===== config.mk =====
export PLATFORM = sky130hd
export DESIGN_NAME = oct_master_timer
export DESIGN_NICKNAME = d
export VERILOG_FILES = /design/src/rtl/oct_pkg.sv /design/src/rtl/oct_counter.sv /design/src/rtl/oct_regs.sv /design/src/rtl/oct_channel.sv /design/src/rtl/oct_master_timer.sv
export SDC_FILE = /design/constraint.sdc
export NUM_CORES = 1
export LEC_CHECK = 0
export BUFFER_PORTS_ARGS = -buffer_cell sky130_fd_sc_hd__clkbuf_2
export CAP_MARGIN = 20
export CORE_UTILIZATION = 45
export CTS_CLUSTER_DIAMETER = 50
export DETAILED_ROUTE_END_ITERATION = 10
export SLEW_MARGIN = 20
export SYNTH_ARGS = -nofsm -noshare
export SYNTH_HDL_FRONTEND = slang
export SYNTH_SLANG_ARGS = --single-unit

===== constraint.sdc =====
create_clock -name clk -period 3.66 [get_ports clk]
set_clock_uncertainty 0.1 [all_clocks]
set_input_delay 0.183 -clock clk [delete_from_list [all_inputs] [get_ports clk]]
set_output_delay 0.183 -clock clk [all_outputs]
set_load 0.1 [all_outputs]

===== src/rtl/oct_pkg.sv =====
`timescale 1ns/1ps
package oct_pkg;
    localparam int OCT_CH       = 8;
    localparam int OCT_CW       = 16;
    localparam int OCT_CMP_BASE = 8;

    // register addresses
    localparam int A_SEL   = 0;
    localparam int A_ACT   = 1;
    localparam int A_FORCE = 2;
    localparam int A_FLAG  = 3;
    localparam int A_MASK  = 4;
    localparam int A_MDATA = 5;
    localparam int A_PDIR  = 6;
    localparam int A_CNT   = 7;

    typedef enum logic [1:0] {
        PIN_KEEP   = 2'b00,
        PIN_TOGGLE = 2'b01,
        PIN_LOW    = 2'b10,
        PIN_HIGH   = 2'b11
    } pin_act_e;
endpackage


===== src/rtl/oct_counter.sv =====
`timescale 1ns/1ps
module oct_counter #(
    parameter int CW = 16
) (
    input  logic          clk,
    input  logic          rst_n,
    input  logic          tick,
    output logic [CW-1:0] cnt
);
    logic [CW-1:0] cnt_q;

    always_ff @(posedge clk or negedge rst_n) begin
        if (!rst_n) begin
            cnt_q <= '0;
        end else if (tick) begin
            cnt_q <= cnt_q + CW'(1);
        end
    end

    assign cnt = cnt_q;
endmodule


===== src/rtl/oct_regs.sv =====
`timescale 1ns/1ps
module oct_regs #(
    parameter int CH_N  = 8,
    parameter int CNT_W = 16,
    parameter int AW    = 4
) (
    input  logic                       clk,
    input  logic                       rst_n,
    input  logic                       wr_en,
    input  logic [AW-1:0]              wr_addr,
    input  logic [CNT_W-1:0]           wr_data,
    input  logic [AW-1:0]              rd_addr,
    input  logic [CNT_W-1:0]           cnt,
    input  logic [CH_N-1:0]            flags,
    output logic [CNT_W-1:0]           rd_data,
    output logic [CH_N-1:0]            oc_sel,
    output logic [2*CH_N-1:0]          act,
    output logic [CH_N-1:0]            force_vec,
    output logic [CH_N-1:0]            flag_clr,
    output logic [CH_N-2:0]            mask,
    output logic [CH_N-2:0]            mdata,
    output logic [CH_N-1:0]            pdir,
    output logic [CH_N-1:0][CNT_W-1:0] cmp
);
    import oct_pkg::*;

    localparam int BASE = OCT_CMP_BASE;

    logic [CH_N-1:0]            sel_q;
    logic [2*CH_N-1:0]          act_q;
    logic [CH_N-2:0]            mask_q;
    logic [CH_N-2:0]            mdata_q;
    logic [CH_N-1:0]            pdir_q;
    logic [CH_N-1:0][CNT_W-1:0] cmp_q;

    always_ff @(posedge clk or negedge rst_n) begin
        if (!rst_n) begin
            sel_q   <= '0;
            act_q   <= '0;
            mask_q  <= '0;
            mdata_q <= '0;
            pdir_q  <= '0;
            cmp_q   <= '0;
        end else if (wr_en) begin
            if (wr_addr == AW'(A_SEL))   sel_q   <= wr_data[CH_N-1:0];
            if (wr_addr == AW'(A_ACT))   act_q   <= wr_data[2*CH_N-1:0];
            if (wr_addr == AW'(A_MASK))  mask_q  <= wr_data[CH_N-2:0];
            if (wr_addr == AW'(A_MDATA)) mdata_q <= wr_data[CH_N-2:0];
            if (wr_addr == AW'(A_PDIR))  pdir_q  <= wr_data[CH_N-1:0];
            for (int i = 0; i < CH_N; i++) begin
                if (wr_addr == AW'(BASE + i)) cmp_q[i] <= wr_data;
            end
        end
    end

    // strobes live for the write cycle only; nothing is stored
    assign force_vec = (wr_en && wr_addr == AW'(A_FORCE)) ? wr_data[CH_N-1:0] : '0;
    assign flag_clr  = (wr_en && wr_addr == AW'(A_FLAG))  ? wr_data[CH_N-1:0] : '0;

    always_comb begin
        rd_data = '0;
        if (rd_addr == AW'(A_SEL))   rd_data = CNT_W'(sel_q);
        if (rd_addr == AW'(A_ACT))   rd_data = CNT_W'(act_q);
        if (rd_addr == AW'(A_FLAG))  rd_data = CNT_W'(flags);
        if (rd_addr == AW'(A_MASK))  rd_data = CNT_W'(mask_q);
        if (rd_addr == AW'(A_MDATA)) rd_data = CNT_W'(mdata_q);
        if (rd_addr == AW'(A_PDIR))  rd_data = CNT_W'(pdir_q);
        if (rd_addr == AW'(A_CNT))   rd_data = cnt;
        for (int i = 0; i < CH_N; i++) begin
            if (rd_addr == AW'(BASE + i)) rd_data = cmp_q[i];
        end
    end

    assign oc_sel = sel_q;
    assign act    = act_q;
    assign mask   = mask_q;
    assign mdata  = mdata_q;
    assign pdir   = pdir_q;
    assign cmp    = cmp_q;
endmodule


===== src/rtl/oct_channel.sv =====
`timescale 1ns/1ps
module oct_channel #(
    parameter int CW = 16
) (
    input  logic             clk,
    input  logic             rst_n,
    input  logic             tick,
    input  logic [CW-1:0]    cnt,
    input  logic [CW-1:0]    cmp,
    input  logic             oc_on,
    input  oct_pkg::pin_act_e act,
    input  logic             force_i,
    input  logic             ovr_en,
    input  logic             ovr_val,
    input  logic             flag_clr,
    output logic             flag,
    output logic             pin
);
    import oct_pkg::*;

    logic hit, fire, pin_q, pin_d, flag_q;

    assign hit  = oc_on && tick && (cnt == cmp);
    assign fire = oc_on && (hit || force_i);

    // master override ranks above the channel's own action
    always_comb begin
        pin_d = pin_q;
        if (ovr_en && oc_on) begin
            pin_d = ovr_val;
        end else if (fire) begin
            unique case (act)
                PIN_KEEP:   pin_d = pin_q;
                PIN_TOGGLE: pin_d = ~pin_q;
                PIN_LOW:    pin_d = 1'b0;
                PIN_HIGH:   pin_d = 1'b1;
            endcase
        end
    end

    always_ff @(posedge clk or negedge rst_n) begin
        if (!rst_n) begin
            pin_q  <= 1'b0;
            flag_q <= 1'b0;
        end else begin
            pin_q  <= pin_d;
            flag_q <= (flag_q & ~flag_clr) | (hit & ~force_i);
        end
    end

    assign flag = flag_q;
    assign pin  = pin_q;
endmodule


===== src/rtl/oct_master_timer.sv =====
`timescale 1ns/1ps
module oct_master_timer #(
    parameter int CH_N  = oct_pkg::OCT_CH,
    parameter int CNT_W = oct_pkg::OCT_CW,
    localparam int AW   = $clog2(oct_pkg::OCT_CMP_BASE + CH_N)
) (
    input  logic             clk,
    input  logic             rst_n,
    input  logic             tick_en,
    input  logic             wr_en,
    input  logic [AW-1:0]    wr_addr,
    input  logic [CNT_W-1:0] wr_data,
    input  logic [AW-1:0]    rd_addr,
    output logic [CNT_W-1:0] rd_data,
    output logic [CH_N-1:0]  match_flags,
    output logic [CH_N-1:0]  pin_out,
    output logic [CH_N-1:0]  pin_oe
);
    import oct_pkg::*;

    localparam int MST = CH_N - 1;

    logic [CNT_W-1:0]           cnt_q;
    logic [CH_N-1:0]            oc_sel_q;
    logic [2*CH_N-1:0]          act_q;
    logic [CH_N-1:0]            force_vec;
    logic [CH_N-1:0]            flag_clr;
    logic [CH_N-2:0]            mask_q;
    logic [CH_N-2:0]            mdata_q;
    logic [CH_N-1:0]            pdir_q;
    logic [CH_N-1:0][CNT_W-1:0] cmp_q;
    logic                       master_evt;

    oct_counter #(.CW(CNT_W)) u_cnt (
        .clk   (clk),
        .rst_n (rst_n),
        .tick  (tick_en),
        .cnt   (cnt_q)
    );

    oct_regs #(.CH_N(CH_N), .CNT_W(CNT_W), .AW(AW)) u_regs (
        .clk       (clk),
        .rst_n     (rst_n),
        .wr_en     (wr_en),
        .wr_addr   (wr_addr),
        .wr_data   (wr_data),
        .rd_addr   (rd_addr),
        .cnt       (cnt_q),
        .flags     (match_flags),
        .rd_data   (rd_data),
        .oc_sel    (oc_sel_q),
        .act       (act_q),
        .force_vec (force_vec),
        .flag_clr  (flag_clr),
        .mask      (mask_q),
        .mdata     (mdata_q),
        .pdir      (pdir_q),
        .cmp       (cmp_q)
    );

    // master channel fires on its own match or on its force strobe
    assign master_evt = oc_sel_q[MST] &
                        ((tick_en & (cnt_q == cmp_q[MST])) | force_vec[MST]);

    for (genvar g = 0; g < CH_N; g++) begin : g_ch
        logic ovr, ovr_val;
        if (g < MST) begin : g_slave
            assign ovr     = master_evt & mask_q[g];
            assign ovr_val = mdata_q[g];
        end else begin : g_master
            assign ovr     = 1'b0;
            assign ovr_val = 1'b0;
        end

        oct_channel #(.CW(CNT_W)) u_ch (
            .clk      (clk),
            .rst_n    (rst_n),
            .tick     (tick_en),
            .cnt      (cnt_q),
            .cmp      (cmp_q[g]),
            .oc_on    (oc_sel_q[g]),
            .act      (pin_act_e'(act_q[2*g +: 2])),
            .force_i  (force_vec[g]),
            .ovr_en   (ovr),
            .ovr_val  (ovr_val),
            .flag_clr (flag_clr[g]),
            .flag     (match_flags[g]),
            .pin      (pin_out[g])
        );
    end

    assign pin_oe = pdir_q | {1'b0, mask_q & oc_sel_q[CH_N-2:0]};
endmodule


==> Word level (Yosys, flattened, before mapping) <==
Index checks and enable logic that the tools add are counted.
Widths: inputs -> output; s select.
{ "word_totals": {"regBits": 206, "input_bits": 28} }
{ "classes": {"n_addsub": 1, "n_eq_ne": 67, "muxes": 39, "n_bitwise": 61, "reduce_logical": 79} }
{ "ops": {"columns": ["op", "count"], "rows": [
  ["$mux 16", 14],
  ["$eq 16x16->1", 8],
  ["$eq 4x4->1 const B", 16],
  ["$reduce_and 2->1", 21],
  ["$logic_and 1x1->1", 33],
  ["$eq 2x2->1 const B", 16],
  ["$eq 4x3->1 const B", 7],
  ["$and 1x1->1", 25],
  ["$not 1->1", 25],
  ["$mux 8", 3],
  ["$pmux 1 s3", 8],
  ["$add 16x1->16 const B", 1],
  ["$eq 2x1->1 const B", 8],
  ["$logic_not 2->1", 8],
  ["$mux 1", 14],
  ["$ne 2x1->1 const B", 7],
  ["$reduce_bool 2->1", 7],
  ["$eq 4x2->1 const B", 3],
  ["$or 1x1->1", 9],
  ["$eq 4x1->1 const B", 2],
  ["$logic_not 4->1", 2],
  ["$logic_or 1x1->1", 8],
  ["$or 8x7->8", 1],
  ["$and 7x7->7", 1]
]} }

==> Longest topological paths before layout <==
{ "logic_depth": {"ltp_word": 16, "ltp_mapped": 9, "ltp_nobuf": 7} }

==> Cells and area by module <==
Synthesis repeated with hierarchy kept, for this count alone.
{ "unflattened": {"cells_unflattened": 1133, "area_unflattened_um2": 12345.6} }
{ "modules_own_cells": {"columns": ["mod", "instances", "cells_per_inst", "area_each_um2", "seq_area_each_um2"], "rows": [
  ["oct_regs", 1, 721, 8800.9, 4354.2],
  ["oct_channel", 8, 38, 311.5, 50.0],
  ["oct_counter", 1, 56, 695.7, 400.4],
  ["oct_master_timer", 1, 52, 356.6, 0.0]
]} }

==> Least setup slack after synthesis <==
OpenSTA, ideal clock, no wires.
{ "synth_timing": {"path_kind": "input to output", "from": "input port rd_addr[0]", "to": "output port rd_data[2]", "arrival_time_ns": 3.428, "path_slack_ns": -0.051, "stages": 8, "path_buffers": 4, "path_cell_list": "buf_2 -> buf_4 -> buf_2 -> buf_4 -> nor2_1 -> o21ai_0 -> a21oi_1 -> o32ai_1"} }
{ "synth_between": {"elab_chain_cells": 16} }
{ "synth_rtl": {"columns": ["element", "line", "source"], "rows": [
  ["start, declared", "oct_master_timer.sv:13", "input logic [AW-1:0] rd_addr,"],
  ["$logic_not 4->1", "oct_regs.sv:62", "if (rd_addr == AW'(A_SEL)) rd_data = CNT_W'(sel_q);"],
  ["$mux 8", "oct_regs.sv:62", null],
  ["$mux 16", "oct_regs.sv:63", "if (rd_addr == AW'(A_ACT)) rd_data = CNT_W'(act_q);"],
  ["$mux 16", "oct_regs.sv:64", "if (rd_addr == AW'(A_FLAG)) rd_data = CNT_W'(flags);"],
  ["$mux 16", "oct_regs.sv:65", "if (rd_addr == AW'(A_MASK)) rd_data = CNT_W'(mask_q);"],
  ["$mux 16", "oct_regs.sv:66", "if (rd_addr == AW'(A_MDATA)) rd_data = CNT_W'(mdata_q);"],
  ["$mux 16", "oct_regs.sv:67", "if (rd_addr == AW'(A_PDIR)) rd_data = CNT_W'(pdir_q);"],
  ["$mux 16", "oct_regs.sv:68", "if (rd_addr == AW'(A_CNT)) rd_data = cnt;"],
  ["$mux 16 (7 in a row)", "oct_regs.sv:70", "if (rd_addr == AW'(BASE + i)) rd_data = cmp_q[i];"],
  ["$mux 16 (*)", "oct_regs.sv:70", null],
  ["end, declared", "oct_master_timer.sv:14", "output logic [CNT_W-1:0] rd_data,"]
]} }
Mark *: on every way between the ends. The rest lies on a longest branch, timed or not.

==> Worst setup path in the final report <==
{ "layout_timing": {"from": "input port rd_addr[2]", "to": "output port rd_data[1]"} }
The elaborated chain is that of the path after synthesis.

==> qor.txt <==
Violations in the final reports = DRC
Setup Crit Path Kind = primary input to output port
Vias in the first global route = 9305
Post-CTS setup-driven buffer insertion count = 0
Final instance area = 13770 sq um
Async set-reset flop share out of synthesis = 1.000
Global routing usage on met3 = 0.04922
Initial antenna violation count = 0
Sink count of the clock tree = 206
Worst R2R Setup Slack = 790 ps
Placed standard-cell area = 12660 sq um
GRT Total Usage = 0.3048
Number of gates given a new drive strength after cts = 0
Routed Wire Length = 41020 um
Final critical-path setup slack = 583.1 ps
Post-route antenna net violation count = 0
Startpoint types = primary input
Die height = 165.7 um
Cell types occupying the most area after synthesis = sky130_fd_sc_hd__dfrtp_1, sky130_fd_sc_hd__mux2_2, sky130_fd_sc_hd__xnor2_1
Worst skew pair latency = 560 ps
Slowest cell on crit path = sky130_fd_sc_hd__nor3b_2
Top-level I/O count = 68
Met2 track demand over resource = 0.4748
Number of warnings reported in the yosys synthesis log = 0
Die ar. = 27460 sq um
Violation count after the first detailed-route iteration = 1116
Final count of negative-setup-slack endpoints = 0
Total Negative Setup Slacks = 0 ps
Largest net degree at the start of global routing = 118
Via count normalized by instance count = 6.165
I/O Buffers = 67
RSZ-0062 raised after global routing = no
Die span in x = 165.7 um
EDFF count, synth = 0
Period Utilization, post-route = 0.8407
Most repeated cell in the gate-level netlist after synthesis = sky130_fd_sc_hd__dfrtp_1
Synth-to-layout area growth = 14.18%
Max-Slew Margin vs Limit = 0.3141
Data arrival at the endpoint of the critical path = 2790 ps
Power density over cell area = 662.8 nW/um^2
Worst Path Max Fanout = 31
Worst Path Required = 3380 ps
Cell Area, Synth = 12060 sq um
Avg Synthesized Cell Area = 10.64 sq um
Cell type with the highest aggregate area in the netlist = sky130_fd_sc_hd__dfrtp_1
Maximum VDD drop = 0.0005059 V
# DRC = 10
Synth Register Bits = 206
Total number of nets in the final design = 1214
Highest-utilization routing layer at the global route stage = met2
CTS tree = built
Number of maximum-capacitance constraint violations = 0
Sequential cell area = 5155 sq um
Result of the run = finished, violations left
Cell variety after synth = 63
Slew at the pin closest to its max-slew limit = 1024 ps
Fmax achieved = 0.3250 GHz
Fraction of synthesized cell area taken by the top area cell type = 0.4274
Global-route wire length before repair = 62560 um
Main synth FF type = sky130_fd_sc_hd__dfrtp_1
GPL Wtd Cong = 0.9721
Cell Rows = 59
Buffer and inverter count on the worst path = 2
First-pass iteration count of the detailed router = 9
Share of cells above drive strength 1 = 0.2939
Cells traversed along the worst timing path = clkbuf_2 -> nor3b_2 -> a31oi_1 -> o22ai_1 -> a21oi_1 -> a31oi_1 -> a2bb2oi_1 -> buf_4
Maximum level of the CTS H-tree = 1
Post-layout minimum cycle time = 3077 ps
Kind of end point of the critical path = output port
Core Box Area = 26210 sq um
Final count of hold timing violations = 0
Fill cell total of the finished layout = 2351
Total vias in the final route = 9513
Family with the most delay on the worst path = simple AND/OR/NAND/NOR gates
Number of standard cells after synthesis = 1134
Quantity of hold-fixing buffers added after cts = 9
Clock transition time at the flip-flop clock pins of the worst setup and hold paths = 60 ps
Met1 Usage GRT = 0.4267
Class of the tightest hold or removal check = primary input to register
Static leakage = 5.729 nW
Number of inserted diodes = 0
Worst stage delay on the critical path = 960 ps
Number of buffers on the longest clock path = 3
Final number of max-transition violations = 0
Minimum setup slack after placement = 755.6 ps
Area of the multi-input gates = 6372 sq um
End-of-flow core utilization = 0.5255
Detailed placement HPWL = 29080 um
Initial core utilization = 0.4602
Commonest cells in the synthesized netlist = sky130_fd_sc_hd__dfrtp_1, sky130_fd_sc_hd__mux2_2, sky130_fd_sc_hd__xnor2_1
Overflow left after global routing = 0
Mean routed wirelength per cell = 26.59 um
Worst path most repeated cell = sky130_fd_sc_hd__a31oi_1
Total CTS buffers = 30
Post-synthesis sequential area ratio = 0.4274
CTS Root Buffer Type = sky130_fd_sc_hd__clkbuf_16
Synthesized Nets = 1163
-- power breakdown --
part | internal, W | switching [W]
Clock | 0.00178 | 0.00114
Combinational | 0.00110 | 0.00160
Sequential | 0.00278 | 0.000722
Total | 0.00567 | 0.00346
-- through the flow --
stage / hold WS (ps) / power (W) / std cells
after floorplan: -212.6 / 0.005312 / 1134
after global placement: 239.1 / 0.006146 / 1479
after detailed placement: 231.1 / 0.006173 / 1479
after CTS: 11.78 / 0.009109 / 1543
after global routing: 32.52 / 0.009477 / 1543
final: 21.29 / 0.009127 / 1543
-- sequential cells by signal, indices dropped and copies added, names as in the netlist --
name	count
g_ch.u_ch.flag	8
g_ch.u_ch.pin	8
u_cnt.cnt	16
u_regs.act	16
u_regs.cmp	128
u_regs.mask	7
u_regs.mdata	7
u_regs.oc_sel	8
u_regs.pdir	8
-- per-layer routing --
layer	wire length (um)	share of wire
met1	17450	0.43
met2	18610	0.45
met3	3233	0.079
met4	1730	0.042
met5	0	0
-- path summary, 6_finish.rpt --
check / cells after the start / start / to
max: 8 / rd_addr[2] / rd_data[1]
min: 2 / tick_en / u_cnt.cnt[0]
max reg2reg: 6 / u_cnt.cnt[1] / g_ch[3].u_ch.pin
min reg2reg: 1 / g_ch[7].u_ch.pin / g_ch[7].u_ch.pin
max in group asynchronous: 3 / rst_n / u_regs.cmp[71]
min in group asynchronous: 2 / rst_n / g_ch[6].u_ch.pin
-- layout by cell type, fill, tap and decap left out, types with 15 or more instances in the layout --
| cell | instances |
|---|---|
| sky130_fd_sc_hd__dfrtp_1 | 206 |
| sky130_fd_sc_hd__mux2_2 | 185 |
| sky130_fd_sc_hd__xnor2_1 | 108 |
| sky130_fd_sc_hd__nand2_1 | 80 |
| sky130_fd_sc_hd__nor2_1 | 64 |
| sky130_fd_sc_hd__clkbuf_2 | 56 |
| sky130_fd_sc_hd__o21ai_0 | 44 |
| sky130_fd_sc_hd__buf_4 | 38 |
| sky130_fd_sc_hd__xor2_1 | 35 |
| sky130_fd_sc_hd__nand3_1 | 31 |
| sky130_fd_sc_hd__a21oi_1 | 31 |
| sky130_fd_sc_hd__clkbuf_16 | 31 |
| sky130_fd_sc_hd__nand4_1 | 27 |
| sky130_fd_sc_hd__mux2i_1 | 24 |
| sky130_fd_sc_hd__nand2b_1 | 21 |
| sky130_fd_sc_hd__o22ai_1 | 15 |
-- cells by family (layout without fill, tap and decap cells) --
logic type / Yosys count / in the layout / synth area share
and+or+nand+nor: 290 / 290 / 0.1211
adders and majority gates: 1 / 1 / 0.001037
muxes: 210 / 210 / 0.1945
DFF: 206 / 206 / 0.4274
xor gates and xnor gates: 143 / 143 / 0.1038
AOI/OAI and AO/OA: 186 / 186 / 0.1060
buffers and inverters: 98 / 172 / 0.04606
-- final cells by class --
type,instances,share of cell area
inverter,8,0.002181
clock buffer,38,0.06115
tap,335,0.03044
timing repair buffer,109,0.05597
sequential,206,0.3743
multi-input combinational,830,0.4627
clock inverter,17,0.01317
Power figures use the tool's default switching activity.
